==> src/rtl/burst_seq_pkg.sv <==
package burst_seq_pkg;
   typedef enum logic {
      ORD_LINEAR     = 1'b0,
      ORD_INTERLEAVE = 1'b1
   } order_e;

   typedef enum logic {
      TIM_FLOW = 1'b0,
      TIM_PIPE = 1'b1
   } timing_e;
endpackage

==> src/rtl/burst_beat_ctrl.sv <==
module burst_beat_ctrl #(
   parameter int AW = 16,
   parameter int LB = 2
) (
   input  logic          clk,
   input  logic          rst_n,
   input  logic          ld,
   input  logic          adv,
   input  logic          sleep,
   input  logic [AW-1:0] addr_in,
   output logic [AW-1:0] base,
   output logic [LB-1:0] beat,
   output logic          fresh
);
   logic active;
   logic take_ld;
   logic take_adv;

   // standby blocks everything; load outranks advance
   assign take_ld  = ld && !sleep;
   assign take_adv = adv && !ld && !sleep && active;

   always_ff @(posedge clk) begin
      if (!rst_n) begin
         base   <= '0;
         beat   <= '0;
         active <= 1'b0;
         fresh  <= 1'b0;
      end else begin
         fresh <= take_ld || take_adv;
         if (take_ld) begin
            base   <= addr_in;
            beat   <= '0;
            active <= 1'b1;
         end else if (take_adv) begin
            beat <= beat + LB'(1);
         end
      end
   end
endmodule

==> src/rtl/burst_order_map.sv <==
module burst_order_map
   import burst_seq_pkg::*;
#(
   parameter int LB = 2
) (
   input  logic [LB-1:0] start,
   input  logic [LB-1:0] beat,
   input  order_e        order,
   output logic [LB-1:0] low,
   output logic          last
);
   always_comb begin
      unique case (order)
         ORD_INTERLEAVE: low = start ^ beat;
         default:        low = start + beat;
      endcase
   end

   assign last = &beat;
endmodule

==> src/rtl/burst_out_stage.sv <==
module burst_out_stage
   import burst_seq_pkg::*;
#(
   parameter int AW = 16
) (
   input  logic          clk,
   input  logic          rst_n,
   input  timing_e       timing,
   input  logic          sleep,
   input  logic [AW-1:0] addr_f,
   input  logic          valid_f,
   input  logic          done_f,
   output logic [AW-1:0] addr_o,
   output logic          valid_o,
   output logic          done_o,
   output logic          standby_o
);
   logic [AW-1:0] addr_p;
   logic          valid_p;
   logic          done_p;

   always_ff @(posedge clk) begin
      if (!rst_n) begin
         addr_p    <= '0;
         valid_p   <= 1'b0;
         done_p    <= 1'b0;
         standby_o <= 1'b0;
      end else begin
         addr_p    <= addr_f;
         valid_p   <= valid_f;
         done_p    <= done_f;
         standby_o <= sleep;
      end
   end

   always_comb begin
      if (timing == TIM_PIPE) begin
         addr_o  = addr_p;
         valid_o = valid_p && !standby_o;
         done_o  = done_p && !standby_o;
      end else begin
         addr_o  = addr_f;
         valid_o = valid_f && !standby_o;
         done_o  = done_f && !standby_o;
      end
   end
endmodule

==> src/rtl/burst_addr_seq.sv <==
module burst_addr_seq
   import burst_seq_pkg::*;
#(
   parameter int AW = 16,
   parameter int LB = 2
) (
   input  logic          clk,
   input  logic          rst_n,
   input  logic          ld_i,
   input  logic          adv_i,
   input  logic [AW-1:0] addr_i,
   input  logic          order_i,
   input  logic          pipe_i,
   input  logic          sleep_i,
   output logic [AW-1:0] addr_o,
   output logic          valid_o,
   output logic          done_o,
   output logic          standby_o
);
   localparam int HI = AW - LB;

   if (LB < 1 || LB > 8) begin : g_bad_lb
      $error("burst_addr_seq: LB must lie in 1..8");
   end
   if (HI < 1) begin : g_bad_aw
      $error("burst_addr_seq: AW must exceed LB");
   end

   logic [AW-1:0] base;
   logic [LB-1:0] beat;
   logic [LB-1:0] low;
   logic          fresh;
   logic          last;
   logic [AW-1:0] addr_f;

   burst_beat_ctrl #(.AW(AW), .LB(LB)) u_ctrl (
      .clk     (clk),
      .rst_n   (rst_n),
      .ld      (ld_i),
      .adv     (adv_i),
      .sleep   (sleep_i),
      .addr_in (addr_i),
      .base    (base),
      .beat    (beat),
      .fresh   (fresh)
   );

   burst_order_map #(.LB(LB)) u_map (
      .start (base[LB-1:0]),
      .beat  (beat),
      .order (order_e'(order_i)),
      .low   (low),
      .last  (last)
   );

   assign addr_f = {base[AW-1:LB], low};

   burst_out_stage #(.AW(AW)) u_out (
      .clk       (clk),
      .rst_n     (rst_n),
      .timing    (timing_e'(pipe_i)),
      .sleep     (sleep_i),
      .addr_f    (addr_f),
      .valid_f   (fresh),
      .done_f    (fresh && last),
      .addr_o    (addr_o),
      .valid_o   (valid_o),
      .done_o    (done_o),
      .standby_o (standby_o)
   );
endmodule

==> config.mk <==
export PLATFORM = sky130hd
export DESIGN_NAME = burst_addr_seq
export DESIGN_NICKNAME = d
export VERILOG_FILES = /design/src/rtl/burst_seq_pkg.sv /design/src/rtl/burst_beat_ctrl.sv /design/src/rtl/burst_order_map.sv /design/src/rtl/burst_out_stage.sv /design/src/rtl/burst_addr_seq.sv
export SDC_FILE = /design/constraint.sdc
export NUM_CORES = 1
export LEC_CHECK = 0
export BUFFER_PORTS_ARGS = -buffer_cell sky130_fd_sc_hd__buf_4
export CORE_MARGIN = 2
export CORE_UTILIZATION = 40
export DETAILED_ROUTE_END_ITERATION = 10
export HOLD_SLACK_MARGIN = 0.02
export PLACE_DENSITY_LB_ADDON = 0.2
export SETUP_SLACK_MARGIN = 0.2
export SYNTH_ARGS = -nofsm -noshare
export SYNTH_HDL_FRONTEND = slang
export SYNTH_SLANG_ARGS = --single-unit
==> constraint.sdc <==
create_clock -name clk -period 1.15 [get_ports clk]
set_clock_uncertainty 0.2 [all_clocks]
set_input_delay 0.0575 -clock clk [delete_from_list [all_inputs] [get_ports clk]]
set_output_delay 0.0575 -clock clk [all_outputs]
set_load 0.02 [all_outputs]
[Yosys cells after proc, flatten, opt, wreduce, memory -nomap -nowiden]
Cells that the tools add are included.
Operators by class
  add/subtract/negate cells: 2
  mux-type cells: 4
  bitwise logic cells: 2
  reductions and logical operators: 15
Operator list (count)
  $mux 16: 1
  $logic_and 1x1->1: 9
  $logic_not 1->1: 3
  $add 2x1->2 const B: 1
  $add 2x2->2: 1
  $mux 1: 2
  $mux 2: 1
  $reduce_and 2->1: 1
  $reduce_or 2->1: 1
  $xor 2x2->2: 1
  $logic_or 1x1->1: 1
  $not 1->1: 1
Storage, ports and cells
  register bits after elaboration: 39
  input bits: 23
  output and inout bits: 19
  logic and storage cells: 31

[Depth between registers and ports, before layout]
Gate-level depths: netlist of run 1.
  word-level depth: 5
  gate-level depth with buffers: 5
  depth with buffers taken out: 4

[Cells and area by module]
Synthesis of run 1 repeated with hierarchy kept, for this count alone.
Unflattened totals
  cells, all modules: 153
  area, all modules: 1595.3 um^2
Modules (own cells, without submodules)
  burst_beat_ctrl: instances 1, cells each 86, area each 773.2 um^2, seq. area each 400.4 um^2
  burst_out_stage: instances 1, cells each 61, area each 772.0 um^2, seq. area each 380.4 um^2
  burst_order_map: instances 1, cells each 5, area each 43.8 um^2, seq. area each 0.0 um^2
  burst_addr_seq: instances 1, cells each 1, area each 6.3 um^2, seq. area each 0.0 um^2

[Least setup slack after synthesis of run 1]
No wires, ideal clock.
  kind: reg2out
  start: register u_ctrl.beat[0]
  end: output addr_o[1]
  arrival: 1.068 ns
  data required time: 0.892 ns
  setup slack: -0.175 ns
  cell stages (with the launch flop): 5
  path buffers: 0
  path through: dfxtp_1 ha_1 nor2b_1 xnor2_1 o21ai_1
Between the ends
  longest elaborated chain between the ends: 3
Ends and longest elaborated chain
  from (decl): line burst_beat_ctrl.sv:12  | output logic [LB-1:0] beat,
  from (signal assigned): line burst_beat_ctrl.sv:36  | beat <= beat + LB'(1);
  $add 2x2->2: line burst_order_map.sv:15  | default: low = start + beat;
  $mux 2: line burst_order_map.sv:13  | unique case (order)
  $mux 16: line burst_out_stage.sv:37  | if (timing == TIM_PIPE) begin
  to (decl): line burst_addr_seq.sv:15  | output logic [AW-1:0] addr_o,
No other way between the ends.

[Worst setup path in the final report of run 1]
Ends and elaborated chain as after synthesis.

==> metrics.cfg, run 1 <==
[die]
fp.dieH_um=68.2
die_w_um=68.2
ios=42
die-area_um2=4650
initial_utilization_pct=41.5
rows=23
core_um2=3970

[synthesis]
ys_seq_area_share_pct=47.4
synth_fa_ha_area_share_pct=1.52
ys_ff_latch=39
yosysWarnings=0
synth_top_family_by_area=simple AND/OR/NAND/NOR gates
ys_types=27
syn_inst=153
yosys.area_share.xor_xnor_pct=1.59
synth_nets=178
post_synth.cell_area_avg_um2=10.8
synth_compound_area_share_pct=10.9
syn_area_um2=1650
synth_top_area_share_pct=47.4
synth-simple-area-share_pct=22.5
synthMuxAreaShare_pct=11.5
netlist_top_cells_area=dfxtp_1 47%, mux2_2 10%, and2_1 6.5%, a21boi_2 6.2%, nand2_4 6.2%
synth_top_area_cell=dfxtp_1

[power_and_ir_drop]
p_leak_nw=1.15
combPwrFrac_pct=15.4
internal_power_mw=2.32
powerDensity_nw_per_um2=1170
p_clk_share_pct=37.2
p_sw_mw=0.695
seqPwrFrac_pct=47.4
ir_drop_v=0.000904
swShare_pct=23.1

[drt]
dr.pass1.iters=4
drt_iter0_markers=28
ant_nets=0
num_vias=1289
drcViolationCount=0
vias_per_cell=4.62
wl_per_cell_um=12.5
routed_wirelength_mm=3.49

[sta]
worst_pin_slew_ps=315
setup_viol=20
relSlewSlack_pct=79.0
finalSetupTns_ps=-2960
min_period_ps=1590
fmax_ghz=0.628
hold_viol_final=12
holdWs_ps=-61.9
drv_slew=0
period_share_pct=138
rsz0062_at_grt=yes
fin_ws_ps=-442

[hold_path]
hold_class=in -> reg

[clock_tree]
ctsRootBufferMaster=clkbuf_8
hold_buffers=17
clock_sinks=39
insertion_delay_ps=290
htreeDepth=2
clk_pin_slew_ps=80
cts_tree=yes
cts_made_buffers=5
clk_path_buf_depth=2

[grt]
antenna_found_initial=0
overflow=0
grtUsageTotal_pct=16.1
grt_pass1_wl_mm=5.42
grt_pass1_vias=1259
grt_max_degree=39

[finish]
drive_gt1_share_pct=58.1
area_delta_synth_final_pct=56.2
fillerInstances=332
finalNetCount=253
insertedDiodeCount=0

[placement]
preCtsSetupSlack_ps=-147
gp_congestion=0.705
port_buffers=41
detailed_place_hpwl_mm=2.18

[run_status]
violations=negative hold slack, negative setup slack
status=finished with violations

[setup_path]
crit_type=reg -> out
crit_path_max_fanout=3
crit_arrival_ps=1330
endpoint_kind=output port
worstPathRequired_ps=890
start_kind=register

[flow_run]
max-cap-violations=0

worst paths after layout:
path / start / endpoint / slack (ps) / depth (start not counted)
worst max-delay path: u_ctrl.beat[0]$_SDFFE_PP0P_ / addr_o[1] / -440 / 5
worst min-delay path: ld_i / u_ctrl.base[0]$_SDFFE_PN0P_ / -60 / 4
worst max register to register: u_ctrl.beat[0]$_SDFFE_PP0P_ / u_out.addr_p[1]$_SDFF_PN0_ / -90 / 5
worst min register to register: u_ctrl.active$_SDFFE_PN0P_ / u_ctrl.active$_SDFFE_PN0P_ / 250 / 1
cell families (layout without fill, tap and decap cells):
kind of cell,after synthesis,after routing
AND/OR/NAND/NOR,62,62
flip-flops,39,39
AO/OA/AOI/OAI,20,20
multiplexers,17,17
buffers and inverters,10,86
XOR/XNOR,3,3
adder cells (fa/ha/maj),2,2
metrics by stage:
step,power [mW],std cells,utilization (%),instance area (µm²),hold WS (ps)
floorplan,1.67,153,-,1700,-20.8
global placement,1.79,238,51.2,2030,85.4
detailed placement,1.80,238,51.2,2030,92.2
CTS,3.04,276,63.0,2500,-66.0
global route,3.16,279,64.8,2570,-42.9
finish,3.01,279,64.8,2570,-61.9
layer usage:
metal	global-route usage (%)	wire length (µm)	vias up
li1	-	-	647
met1	16.1	1370	606
met2	30.0	1930	27
met3	4.11	132	9
met4	9.00	64	0
met5	0	0	-
sequential cells by signal, indices dropped and copies added (netlist names):
name             count
u_ctrl.base         16
u_out.done_p         1
u_out.addr_p        16
u_ctrl.beat          2
u_ctrl.fresh         1
u_out.valid_p        1
u_out.standby_o      1
u_ctrl.active        1
area by class of cell:
cell class	instances	area, µm²	share of cell area [%]
clock buffer	5	68.8	2.67
clock inverter	3	43.8	1.70
multi-input combinational	104	857	33.3
sequential	39	808	31.4
tap	50	62.6	2.43
timing repair buffer	78	733	28.5
power groups by stage:
stage          sequential, mW  combinational, mW  clock (mW)
3_3_place_gp             1.46              0.328           0
5_1_grt                  1.43              0.500        1.22
3_5_place_dp             1.46              0.336           0
4_1_cts                  1.42              0.444        1.17
2_1_floorplan            1.46              0.211           0
6_report                 1.43              0.464        1.12
worst max-delay path, stage by stage, from the launching register on:
cell and delay [ps]:
dfxtp_2 350, ha_4 150, nor2b_4 120, xnor2_2 130, o21ai_2 160, buf_6 140
timing repair:
action | 4_1_cts | 5_1_grt
endpoints found under the setup margin | 25 | 42
setup buffers | 13 | 2
cloned | 0 | 1
hold endpoints to repair | 32 | 20
pin swaps | 4 | 4
gates resized for setup | 36 | 17
synth_stat cells, drive strengths merged:
library cell and count:
mux2i 2, nand3b 1, ha 2, nor2 3, nand2b 1, xnor2 2, xor2 1, a21oi 1
nor2b 3, buf 7, a21boi 16, clkbuf 3, and2 17, dfxtp 39, nand2 35, o21ai 1
mux2 15, and4bb 1, and3 1, o21a 2
layout by cell type, fill, tap and decap left out, types with 10 or more instances in the layout:
cell | netlist | layout
a21boi_2 | 9 | 10
and2_1 | 17 | 16
buf_4 | 1 | 36
buf_6 | 2 | 24
dfxtp_1 | 39 | 19
dfxtp_2 | 0 | 19
dlygate4sd3_1 | 0 | 16
mux2_2 | 15 | 14
nand2_1 | 25 | 24
nand2_4 | 9 | 10
No activity file was read; power rests on OpenSTA's default activity.
==> run 2, diff against run 1 <==
--- a/config.mk
+++ b/config.mk
@@ -11,2 +11,3 @@
 export DETAILED_ROUTE_END_ITERATION = 10
+export GPL_ROUTABILITY_DRIVEN = 0
 export HOLD_SLACK_MARGIN = 0.02
==> constraint.sdc (replaced) <==
create_clock -name clk -period 1.15 [get_ports clk]
set_clock_uncertainty 0.2 [all_clocks]
set_input_delay 0.1725 -clock clk [delete_from_list [all_inputs] [get_ports clk]]
set_output_delay 0.1725 -clock clk [all_outputs]
set_load 0.02 [all_outputs]
==> run 2 against run 1 <==
Compared with the run above:
- the flow still finishes with violations (negative hold slack, negative setup slack)
- critical endpoint unchanged
- non-clock buffer count shrank 8
- critical path type unchanged
- first-iteration DRC count rose to 2.5 times the previous value
- worst setup slack worse by 79 ps
- fmax down 4.7%
- highest routed layer unchanged
==> metrics.cfg, run 2 (synthesized netlist as in run 1, its figures left out) <==
[run_status]
status=finished with violations
violations=negative hold slack, negative setup slack

[grt]
grt_pass1_vias=1246
antenna_found_initial=0
grt_pass1_wl_mm=5.54
grt_max_degree=39
grtUsageTotal_pct=16.6
overflow=0

[power_and_ir_drop]
p_leak_nw=1.17
power_mw=2.84
powerDensity_nw_per_um2=1110
ir_drop_v=0.000602

[die]
ios=42
core_um2=3970
initial_utilization_pct=41.5
die-area_um2=4650
die_w_um=68.2
rows=23
fp.dieH_um=68.2

[clock_tree]
ctsRootBufferMaster=clkbuf_8
clk_pin_slew_ps=80
htreeDepth=2
clock_sinks=39
cts_made_buffers=5
hold_buffers=6
insertion_delay_ps=290
clk_path_buf_depth=2
cts_tree=yes

[drt]
dr.pass1.iters=4
wl_per_cell_um=12.8
routed_wirelength_mm=3.46
ant_nets=0
num_vias=1245
drcViolationCount=0
drt_iter0_markers=71
vias_per_cell=4.61

[sta]
min_period_ps=1670
rsz0062_at_grt=yes
fin_ws_ps=-521
hold_viol_final=11
period_share_pct=145
relSlewSlack_pct=77.2
worst_pin_slew_ps=342
holdWs_ps=-81.5
drv_slew=0
setup_viol=20
fmax_ghz=0.598

[hold_path]
hold_class=in -> reg

[placement]
place_inst=250
place_area_um2=2220
preCtsSetupSlack_ps=-239
detailed_place_hpwl_mm=2.33
port_buffers=41

[finish]
reg_top3=u_ctrl.base: 16 flops, u_out.addr_p: 16 flops, u_ctrl.beat: 2 flops
final-seq-area_um2=808
finalNetCount=245
postLayoutCellArea_um2=2560
fillerInstances=310
drive_gt1_share_pct=67.7
instances_no_fill=270
insertedDiodeCount=0
area_delta_synth_final_pct=55.2
final_util_pct=64.4
final_common_cell=buf_4
multiInputGateArea_um2=955
mostFrequentLayoutCells=42 x buf_4, 21 x buf_6, 19 x dfxtp_2, 19 x dfxtp_1, 16 x nand2_1

[setup_path]
endpoint_kind=output port
start_kind=register
worstPathRequired_ps=780
crit_path_max_fanout=3
crit_type=reg -> out
crit_arrival_ps=1300
slowest_stage=dfxtp_2
slowest_delay_ps=340
rrSetupSlack_ps=-30
crit_chain=ha_4 -> nor2b_4 -> xnor2_2 -> o21ai_2 -> buf_6

[flow_run]
max-cap-violations=0

[run 2: changes by cell type in the layout (fill, tap and decap cells not counted), moves of 2 or more]
cell / before / now
dlygate4sd3_1: 16 / 1
mux2_2: 14 / 0
mux2_4: 1 / 15
nand2_2: 1 / 10
nand2_1: 24 / 16
buf_4: 36 / 42
dlymetal6s4s_1: 0 / 5
buf_6: 24 / 21
and2_1: 16 / 14
and2_4: 1 / 3
[run 2: through the flow]
step	hold WS [ps]	setup TNS [ps]
floorplan	91.5	-286
global placement	211	-3680
detailed placement	224	-3800
CTS	-82.9	-5160
global route	-79.8	-5670
finish	-81.5	-5020
[run 2: where the power goes]
group / switching, mW / internal, mW
Clock: 0.470 / 0.471
Sequential: 0.0267 / 1.40
Combinational: 0.199 / 0.271
[run 2: final cells by class]
type	instances	area share [%]
Timing Repair Buffer	70	25.2
Clock inverter	1	0.196
Tap cell	50	2.45
Clock buffer	6	3.23
Sequential cell	39	31.6
Multi-Input combinational cell	104	37.3
[run 2: timing repair]
action                                 4_1_cts  5_1_grt
pin swaps                                    5        2
gates resized for setup                     33       12
setup buffers                                5        2
endpoints found under the hold margin       17       11
setup endpoints to repair                   25       32
[run 2: final timing paths]
path	to	startpoint	cells past startpoint
max	addr_o[1]	u_ctrl.beat[0]$_SDFFE_PP0P_	5
min	u_ctrl.base[12]$_SDFFE_PN0P_	addr_i[12]	3
max reg2reg	u_ctrl.beat[1]$_SDFFE_PP0P_	u_ctrl.active$_SDFFE_PN0P_	3
min reg2reg	u_ctrl.active$_SDFFE_PN0P_	u_ctrl.active$_SDFFE_PN0P_	1
[run 2: layer usage]
metal | wire length (µm) | share of wire (%) | GRT usage, % | up-vias
li1 | - | - | - | 626
met1 | 1500 | 43 | 19.9 | 582
met2 | 1740 | 50 | 27.5 | 29
met3 | 157 | 4.5 | 3.78 | 8
met4 | 69 | 2.0 | 9.00 | 0
met5 | 0 | 0 | 0 | -
[run 2: worst max-delay path: cells and delay by family, from the launching register on]
kind | cells | cell delay, ps
AO/OA/AOI/OAI | 1 | 130
XOR/XNOR | 1 | 140
adder cells (fa/ha/maj) | 1 | 150
buffers and inverters | 1 | 130
flip-flops | 1 | 340
AND/OR/NAND/NOR | 1 | 120
